**src/rtl/pcirq_pkg.sv**
```systemverilog
package pcirq_pkg;
    typedef enum logic [1:0] {
        W_QUIET   = 2'd0,
        W_FLAGGED = 2'd1,
        W_ARMED   = 2'd2
    } watch_st_e;
endpackage

```
**src/rtl/port_watch.sv**
```systemverilog
module port_watch
    import pcirq_pkg::*;
#(
    parameter int W = 8
) (
    input  logic         clk,
    input  logic         rst_n,
    input  logic [W-1:0] pin_i,
    input  logic [W-1:0] dir_i,
    input  logic         rd_cap_i,
    input  logic         ack_fall_i,
    output logic         flag_o
);
    watch_st_e    st_q, st_d;
    logic [W-1:0] snap_q, snap_d, hold_q;
    logic         commit, diff_d, flag_q;

    // Commit loads the byte captured for the read, not the live pins.
    assign commit = (st_q == W_ARMED) && ack_fall_i;
    assign snap_d = commit ? hold_q : snap_q;
    assign diff_d = |((pin_i ^ snap_d) & dir_i);

    always_comb begin
        st_d = st_q;
        unique case (st_q)
            W_QUIET:   st_d = diff_d ? W_FLAGGED : W_QUIET;
            W_FLAGGED: st_d = diff_d ? W_FLAGGED : W_QUIET;
            W_ARMED:   st_d = ack_fall_i ? (diff_d ? W_FLAGGED : W_QUIET) : W_ARMED;
            default:   st_d = W_QUIET;
        endcase
        if (rd_cap_i) st_d = W_ARMED;
    end

    always_ff @(posedge clk) begin
        if (!rst_n) st_q <= W_QUIET;
        else        st_q <= st_d;
    end

    always_ff @(posedge clk) begin
        if (!rst_n) begin
            snap_q <= pin_i;
            hold_q <= pin_i;
            flag_q <= 1'b0;
        end else begin
            snap_q <= snap_d;
            if (rd_cap_i) hold_q <= pin_i;
            flag_q <= diff_d;
        end
    end

    always_comb flag_o = flag_q;

    // commit copies the captured byte into the snapshot
    p_commit_r4: assert property (@(posedge clk) disable iff (!rst_n)
        $past(st_q == W_ARMED && ack_fall_i && rst_n) |-> snap_q == $past(hold_q));
    // a capture strobe arms the port
    p_arm_r4: assert property (@(posedge clk) disable iff (!rst_n)
        rd_cap_i |=> st_q == W_ARMED);
    // an unarmed acknowledge edge leaves the snapshot alone
    p_no_stray_r7: assert property (@(posedge clk) disable iff (!rst_n)
        (ack_fall_i && st_q != W_ARMED) |=> $stable(snap_q));
    // with every pin an output, the port flag stays low
    p_mask_r2: assert property (@(posedge clk) disable iff (!rst_n)
        ($past(dir_i) == {W{1'b0}}) |-> !flag_q);
endmodule

```
**src/rtl/irq_merge.sv**
```systemverilog
module irq_merge #(
    parameter int N = 2
) (
    input  logic         clk,
    input  logic         rst_n,
    input  logic [N-1:0] flags_i,
    output logic         irq_o
);
    logic irq_q;

    always_ff @(posedge clk) begin
        if (!rst_n) irq_q <= 1'b0;
        else        irq_q <= |flags_i;
    end

    assign irq_o = irq_q;

    // the line rises only when some port flag was set
    p_rise_r5: assert property (@(posedge clk) disable iff (!rst_n)
        $rose(irq_o) |-> $past(|flags_i));
    // the line falls only when every port flag was clear
    p_fall_r3: assert property (@(posedge clk) disable iff (!rst_n)
        $fell(irq_o) |-> !$past(|flags_i));
endmodule

```
**src/rtl/pin_change_irq.sv**
```systemverilog
module pin_change_irq #(
    parameter int PORT_W  = 8,
    parameter int N_PORTS = 2
) (
    input  logic                        clk,
    input  logic                        rst_n,
    input  logic [PORT_W*N_PORTS-1:0]   pin_lvl,
    input  logic [PORT_W*N_PORTS-1:0]   dir_cfg,
    input  logic [N_PORTS-1:0]          rd_cap,
    input  logic                        ack_fall,
    output logic                        irq_pull
);
    localparam int PIN_W = PORT_W * N_PORTS;

    logic [N_PORTS-1:0] port_flag;

    for (genvar p = 0; p < N_PORTS; p++) begin : g_port
        port_watch #(.W(PORT_W)) u_watch (
            .clk       (clk),
            .rst_n     (rst_n),
            .pin_i     (pin_lvl[p*PORT_W +: PORT_W]),
            .dir_i     (dir_cfg[p*PORT_W +: PORT_W]),
            .rd_cap_i  (rd_cap[p]),
            .ack_fall_i(ack_fall),
            .flag_o    (port_flag[p])
        );
    end

    irq_merge #(.N(N_PORTS)) u_merge (
        .clk    (clk),
        .rst_n  (rst_n),
        .flags_i(port_flag),
        .irq_o  (irq_pull)
    );

    // the first cycle out of reset has the line released
    p_reset_quiet_r8: assert property (@(posedge clk) disable iff (!rst_n)
        $rose(rst_n) |-> !irq_pull);
    // outputs everywhere for two cycles keep the line released
    p_all_out_r2: assert property (@(posedge clk) disable iff (!rst_n)
        ($past(dir_cfg, 2) == {PIN_W{1'b0}} && $past(dir_cfg) == {PIN_W{1'b0}}
         && $past(rst_n, 2)) |-> !irq_pull);
endmodule

```
**config.mk**
```make
export PLATFORM = sky130hd
export DESIGN_NAME = pin_change_irq
export DESIGN_NICKNAME = d
export VERILOG_FILES = /design/src/rtl/pcirq_pkg.sv /design/src/rtl/port_watch.sv /design/src/rtl/irq_merge.sv /design/src/rtl/pin_change_irq.sv
export SDC_FILE = /design/constraint.sdc
export NUM_CORES = 1
export LEC_CHECK = 0
export BUFFER_PORTS_ARGS = -buffer_cell sky130_fd_sc_hd__buf_2
export CAP_MARGIN = 5
export CORE_MARGIN = 5
export CORE_UTILIZATION = 28
export CTS_CLUSTER_DIAMETER = 200
export DETAILED_ROUTE_END_ITERATION = 10
export MAX_ROUTING_LAYER = met4
export PLACE_DENSITY = 0.58
export SLEW_MARGIN = 20
export SYNTH_ARGS = -nofsm -noshare
export SYNTH_HDL_FRONTEND = slang
export SYNTH_SLANG_ARGS = --single-unit
```
**constraint.sdc**
```tcl
create_clock -name clk -period 3.6 [get_ports clk]
set_clock_uncertainty 0.1 [all_clocks]
set_input_delay 0.18 -clock clk [delete_from_list [all_inputs] [get_ports clk]]
set_output_delay 0.18 -clock clk [all_outputs]
set_load 0.05 [all_outputs]
```
* Yosys cells after proc, flatten, opt, wreduce, memory -nomap -nowiden
Index checks and enable logic that the tools add are counted.
** Operators by class
- $add $sub $neg :: 0
- Multipliers :: 0
- Reduce and logical (&&, ||, !) cells :: 11
- Divide/modulo/power cells :: 0
- Bitwise logic cells :: 5
- Shifts and indexed selects :: 0
- Magnitude comparators :: 0
- Mux-type cells :: 16
- Eq/ne operators :: 6
** Operator list (number)
- 8-bit 2-to-1 mux :: 8
- 8-bit bitwise AND :: 2
- 8-bit OR reduction :: 2
- 8-bit bitwise XOR :: 2
- 2-bit OR reduction :: 5
- 2-bit 2-to-1 mux :: 4
- 2-bit one-hot mux with 2 select lines :: 2
- 2-bit by 1-bit equality test with 1-bit output, second input constant :: 2
- 2-bit equality test, second input constant :: 2
- 2-bit logical NOT :: 2
- 2-bit by 1-bit inequality test with 1-bit output, second input constant :: 2
- 1-bit logical AND :: 2
- 1-bit 2-to-1 mux :: 2
- 1-bit NOT :: 1
** Word-level totals
- Output and inout port bits :: 1
- Latch bits :: 0
- Word-level logic and storage cells :: 49
- Memory bits (writable) :: 0
- Memory bits (read-only) :: 0
- Memories :: 0
- Register bits :: 39

* Logic depth before layout (Yosys ltp)
- Depth in word-level cells :: 10
- Mapped depth :: 6
- Depth with buffers taken out :: 5

* Cells and area by module
Synthesis repeated with hierarchy kept, for this count alone.
** Unflattened totals
- Cells, all modules :: 180
- Area total of the unflattened synthesis :: 1939.4 um^2
** Modules (own cells, without submodules)
- port_watch :: area each 955.9 um^2, times used 2, cells each 89, seq. area each 460.4 um^2
- irq_merge :: area each 27.5 um^2, times used 1, cells each 2, seq. area each 20.0 um^2

* Worst setup path after synthesis
Ideal clock, no wire load.
- Path type :: register to register
- From :: reg g_port[1].u_watch.st_q[0]
- To :: reg g_port[1].u_watch.flag_q
- Data required time :: 3.364 ns
- Slack :: 1.999 ns
- Arrival time :: 1.365 ns
- Cell stages (with the launch flop) :: 6
- Path through :: dfxtp_1 -> nand3b_2 -> mux2i_1 -> a21o_1 -> a2111oi_2 -> a21boi_1
** On the way
- Cells in the longest elaborated chain, start to end :: 6
** Ends and longest elaborated chain
- start, declared :: RTL line port_watch.sv:14 : watch_st_e st_q, st_d;
- start signal, assigned :: RTL line port_watch.sv:36 : else st_q <= st_d;
- 2-bit equality test :: RTL line port_watch.sv:19 : assign commit = (st_q == W_ARMED) && ack_fall_i;
- 1-bit logical AND :: RTL line port_watch.sv:19
- 8-bit 2-to-1 mux :: RTL line port_watch.sv:20 : assign snap_d = commit ? hold_q : snap_q;
- 8-bit bitwise XOR :: RTL line port_watch.sv:21 : assign diff_d = |((pin_i ^ snap_d) & dir_i);
- 8-bit bitwise AND :: RTL line port_watch.sv:21
- 8-bit OR reduction :: RTL line port_watch.sv:21
- end signal, assigned :: RTL line port_watch.sv:47 : flag_q <= diff_d;
- end, declared :: RTL line port_watch.sv:16 : logic commit, diff_d, flag_q;
Every way passes these cells.
A chain may end at the register's enable or synchronous reset.

* Final worst setup path
Same ends and word-level chain as after synthesis.

==> impl_metrics.toml <==
[logic_synthesis]
synth_edf_count = 16
synth_seq_area_share = 0.496
post_synth_inst_count = 170
avgSynthCellArea_um2 = 11.2
ys_types = 35
syn-cell-area_um2 = 1900
async_reset_ff_frac = 0
synth-main-ff-cell = "dfxtp_1"
yosys.area.top_type = "edfxtp_1"
synth_seq_cells = 39
ys_warn_count = 0
synth_top_area_frac = 0.253
syn-num-nets = 207
synth_area_leaders = "edfxtp_1, dfxtp_1, mux2i_1, xor2_1, a21oi_1"

[sta]
slew_headroom = 0.555
fin_hold_ws_ns = 0.0194
finalMaxSlewViolations = 0
worst_slack_ns = 1.63
setup_viol = 0
rsz0062_at_grt = "no"
hold_viol_final = 0
worst_pin_slew_ns = 0.667
finalCriticalPeriod_ns = 1.97
max_freq_mhz = 506
period_share = 0.548
fin_tns_setup_ns = 0

[setup_path]
r2r-end = "g_port[1].u_watch.flag_o"
cp.arrival_ns = 2.03
ff2ff_path_depth = 5
crit_path_end = "g_port[1].u_watch.flag_o"
cp-startpoint = "g_port[1].u_watch.st_q[0]"
cp-start-kind = "register"
worstReg2RegStart = "g_port[1].u_watch.st_q[0]"
cp.required_ns = 3.66
reg2reg_slack_ns = 1.63
crit_path_max_fanout = 12
cp-end-kind = "register"
path_class = "reg2reg"

[clocking]
cts_sinks = 39
htree_num_levels = 2
clockRootBuffer = "clkbuf_8"
post_cts_buffers = 0
clkLatencyLatePin_ns = 0.28
cts_resized = 0
numCtsBuffers = 5
cts_tree = "built"
clk_path_buf_depth = 2
clk_pin_slew_ns = 0.07

[detailed_routing]
wl_um = 3820
ant_nets = 0
vias = 1376
wl_per_cell_um = 13.2
drc = 0
drtPass1Iterations = 4
viasPerCell = 4.76
drt_first_iter_violations = 28

[pwr]
power_frac_comb = 0.169
p_leak_nw = 0.986
switchingPower_w = 0.000246
p_int_w = 0.000722
ir_drop_mv = 0.222
pwr-share-seq = 0.548
swShare = 0.254
p_clk_frac = 0.283
p_per_area_nw_per_um2 = 434

[layout]
finalNonFillerCells = 289
drive_above_1_share = 0.239
syn_to_final_growth_pct = 17.6
diodes = 0
layout.nets = 246

[global_route]
gr-total-overflow = 0
antenna_found_initial = 0
grt_pass1_wl_um = 6800
grt_use_total = 0.103
grt_pass1_vias = 1487
grt_max_degree = 40

[worst_hold_path]
hp-class = "in2reg"
hold_start = "pin_lvl[7]"

[place]
io_buffers = 37
dpl.cell_count = 281
hpwl_um = 2830
routabilityCongestion = 0.696
preCtsSetupSlack_ns = 1.63

[floorplanning]
chipWidth_um = 92.3
coreArea_um2 = 6680
boundaryPins = 38
die_y_um = 92.3
die_area_um2 = 8520
start_util = 0.284
placementRows = 30

[job]
max-cap-violations = 0

[outcome]
status = "finished, final reports clean"
flip-flops by register name, indices dropped and copies added, names as in the netlist:
signal / count
g_port.u_watch.flag_o: 2
g_port.u_watch.snap_q: 16
g_port.u_watch.hold_q: 16
g_port.u_watch.st_q: 4
u_merge.irq_o: 1
synthesized netlist by cell type (all sizes together), types with 3 or more instances:
cell,n
nand2b,4
xnor2,6
edfxtp,16
mux2i,19
o21a,3
xor2,14
nor3b,3
nor2,18
a22oi,5
nand3b,11
a21oi,19
clkbuf,4
o21ai,3
dfxtp,23
cells by family after synthesis:
kind of cell | count (synthesis) | share of synthesized area
xor gates and xnor gates | 20 | 0.0923
buffers and inverters | 6 | 0.0198
muxes | 19 | 0.102
and+or+nand+nor | 48 | 0.154
AOI/OAI and AO/OA | 38 | 0.135
DFF | 39 | 0.496
cells in the final DEF, fill, tap and decap left out, drive strengths merged, types with 3 or more instances in the layout:
cell type	count
a21oi	19
a22oi	5
buf	37
clkbuf	7
dfxtp	23
edfxtp	16
mux2i	19
nand2b	4
nand3b	11
nor2	18
nor3b	3
o21a	3
o21ai	3
xnor2	6
xor2	14
area by class of cell:
| class | count | area (um^2) |
|---|---|---|
| fillers | 705 | 4450 |
| flip-flops and latches | 39 | 941 |
| multi-input cells | 125 | 918 |
| repair buffers | 38 | 195 |
| well taps | 80 | 100 |
| clock buffers | 7 | 76.3 |
worst min-delay path by stage:
| stage | cells after the start | end | slack, ns |
|---|---|---|---|
| 3_5_place_dp | 1 | g_port[1].u_watch.hold_q[3] | 0.30 |
| 5_1_grt | 2 | g_port[1].u_watch.st_q[1] | 0.003 |
| 3_3_place_gp | 2 | g_port[0].u_watch.st_q[1] | 0.30 |
| 6_report | 1 | g_port[0].u_watch.hold_q[7] | 0.02 |
| 2_1_floorplan | 0 | g_port[0].u_watch.hold_q[0] | 0.18 |
| 4_1_cts | 1 | g_port[0].u_watch.hold_q[7] | 0.004 |
critical path: stages (launching register included):
cell       delay (ns)
dfxtp_1          0.33
nand3b_2         0.43
mux2i_1          0.22
a21o_1           0.20
a2111oi_2        0.45
a21boi_1         0.11
per-layer routing:
layer / part of all wire / vias up / track usage
met4: 0.0042 / 0 / 0.0371
met1: 0.49 / 637 / 0.125
met2: 0.44 / 37 / 0.161
met3: 0.061 / 2 / 0.0349
li1: - / 700 / -
met5: 0 / - / -
through the flow:
| stage | total power, W | cell area, um^2 | util |
|---|---|---|---|
| 3_5_place_dp | 0.000705 | 2140 | 0.321 |
| 5_1_grt | 0.00103 | 2230 | 0.334 |
| 2_1_floorplan | 0.000650 | 1900 | - |
| 3_3_place_gp | 0.000703 | 2140 | 0.321 |
| 4_1_cts | 0.000988 | 2230 | 0.334 |
| 6_report | 0.000968 | 2230 | 0.334 |
power groups by stage:
stage | combinational (W) | sequential (W) | clock [W]
finish | 0.000164 | 0.000530 | 0.000274
global route | 0.000186 | 0.000536 | 0.000309
CTS | 0.000166 | 0.000530 | 0.000292
detailed placement | 0.000164 | 0.000540 | 0
global placement | 0.000164 | 0.000539 | 0
floorplan | 0.000112 | 0.000538 | 0
timing repair:
action / in CTS / in global routing
endpoints found under the setup margin: 0 / 0
hold buffers: 1 / 0
endpoints found under the hold margin: 1 / 0
Note: power is estimated with default switching activity, not from simulation.
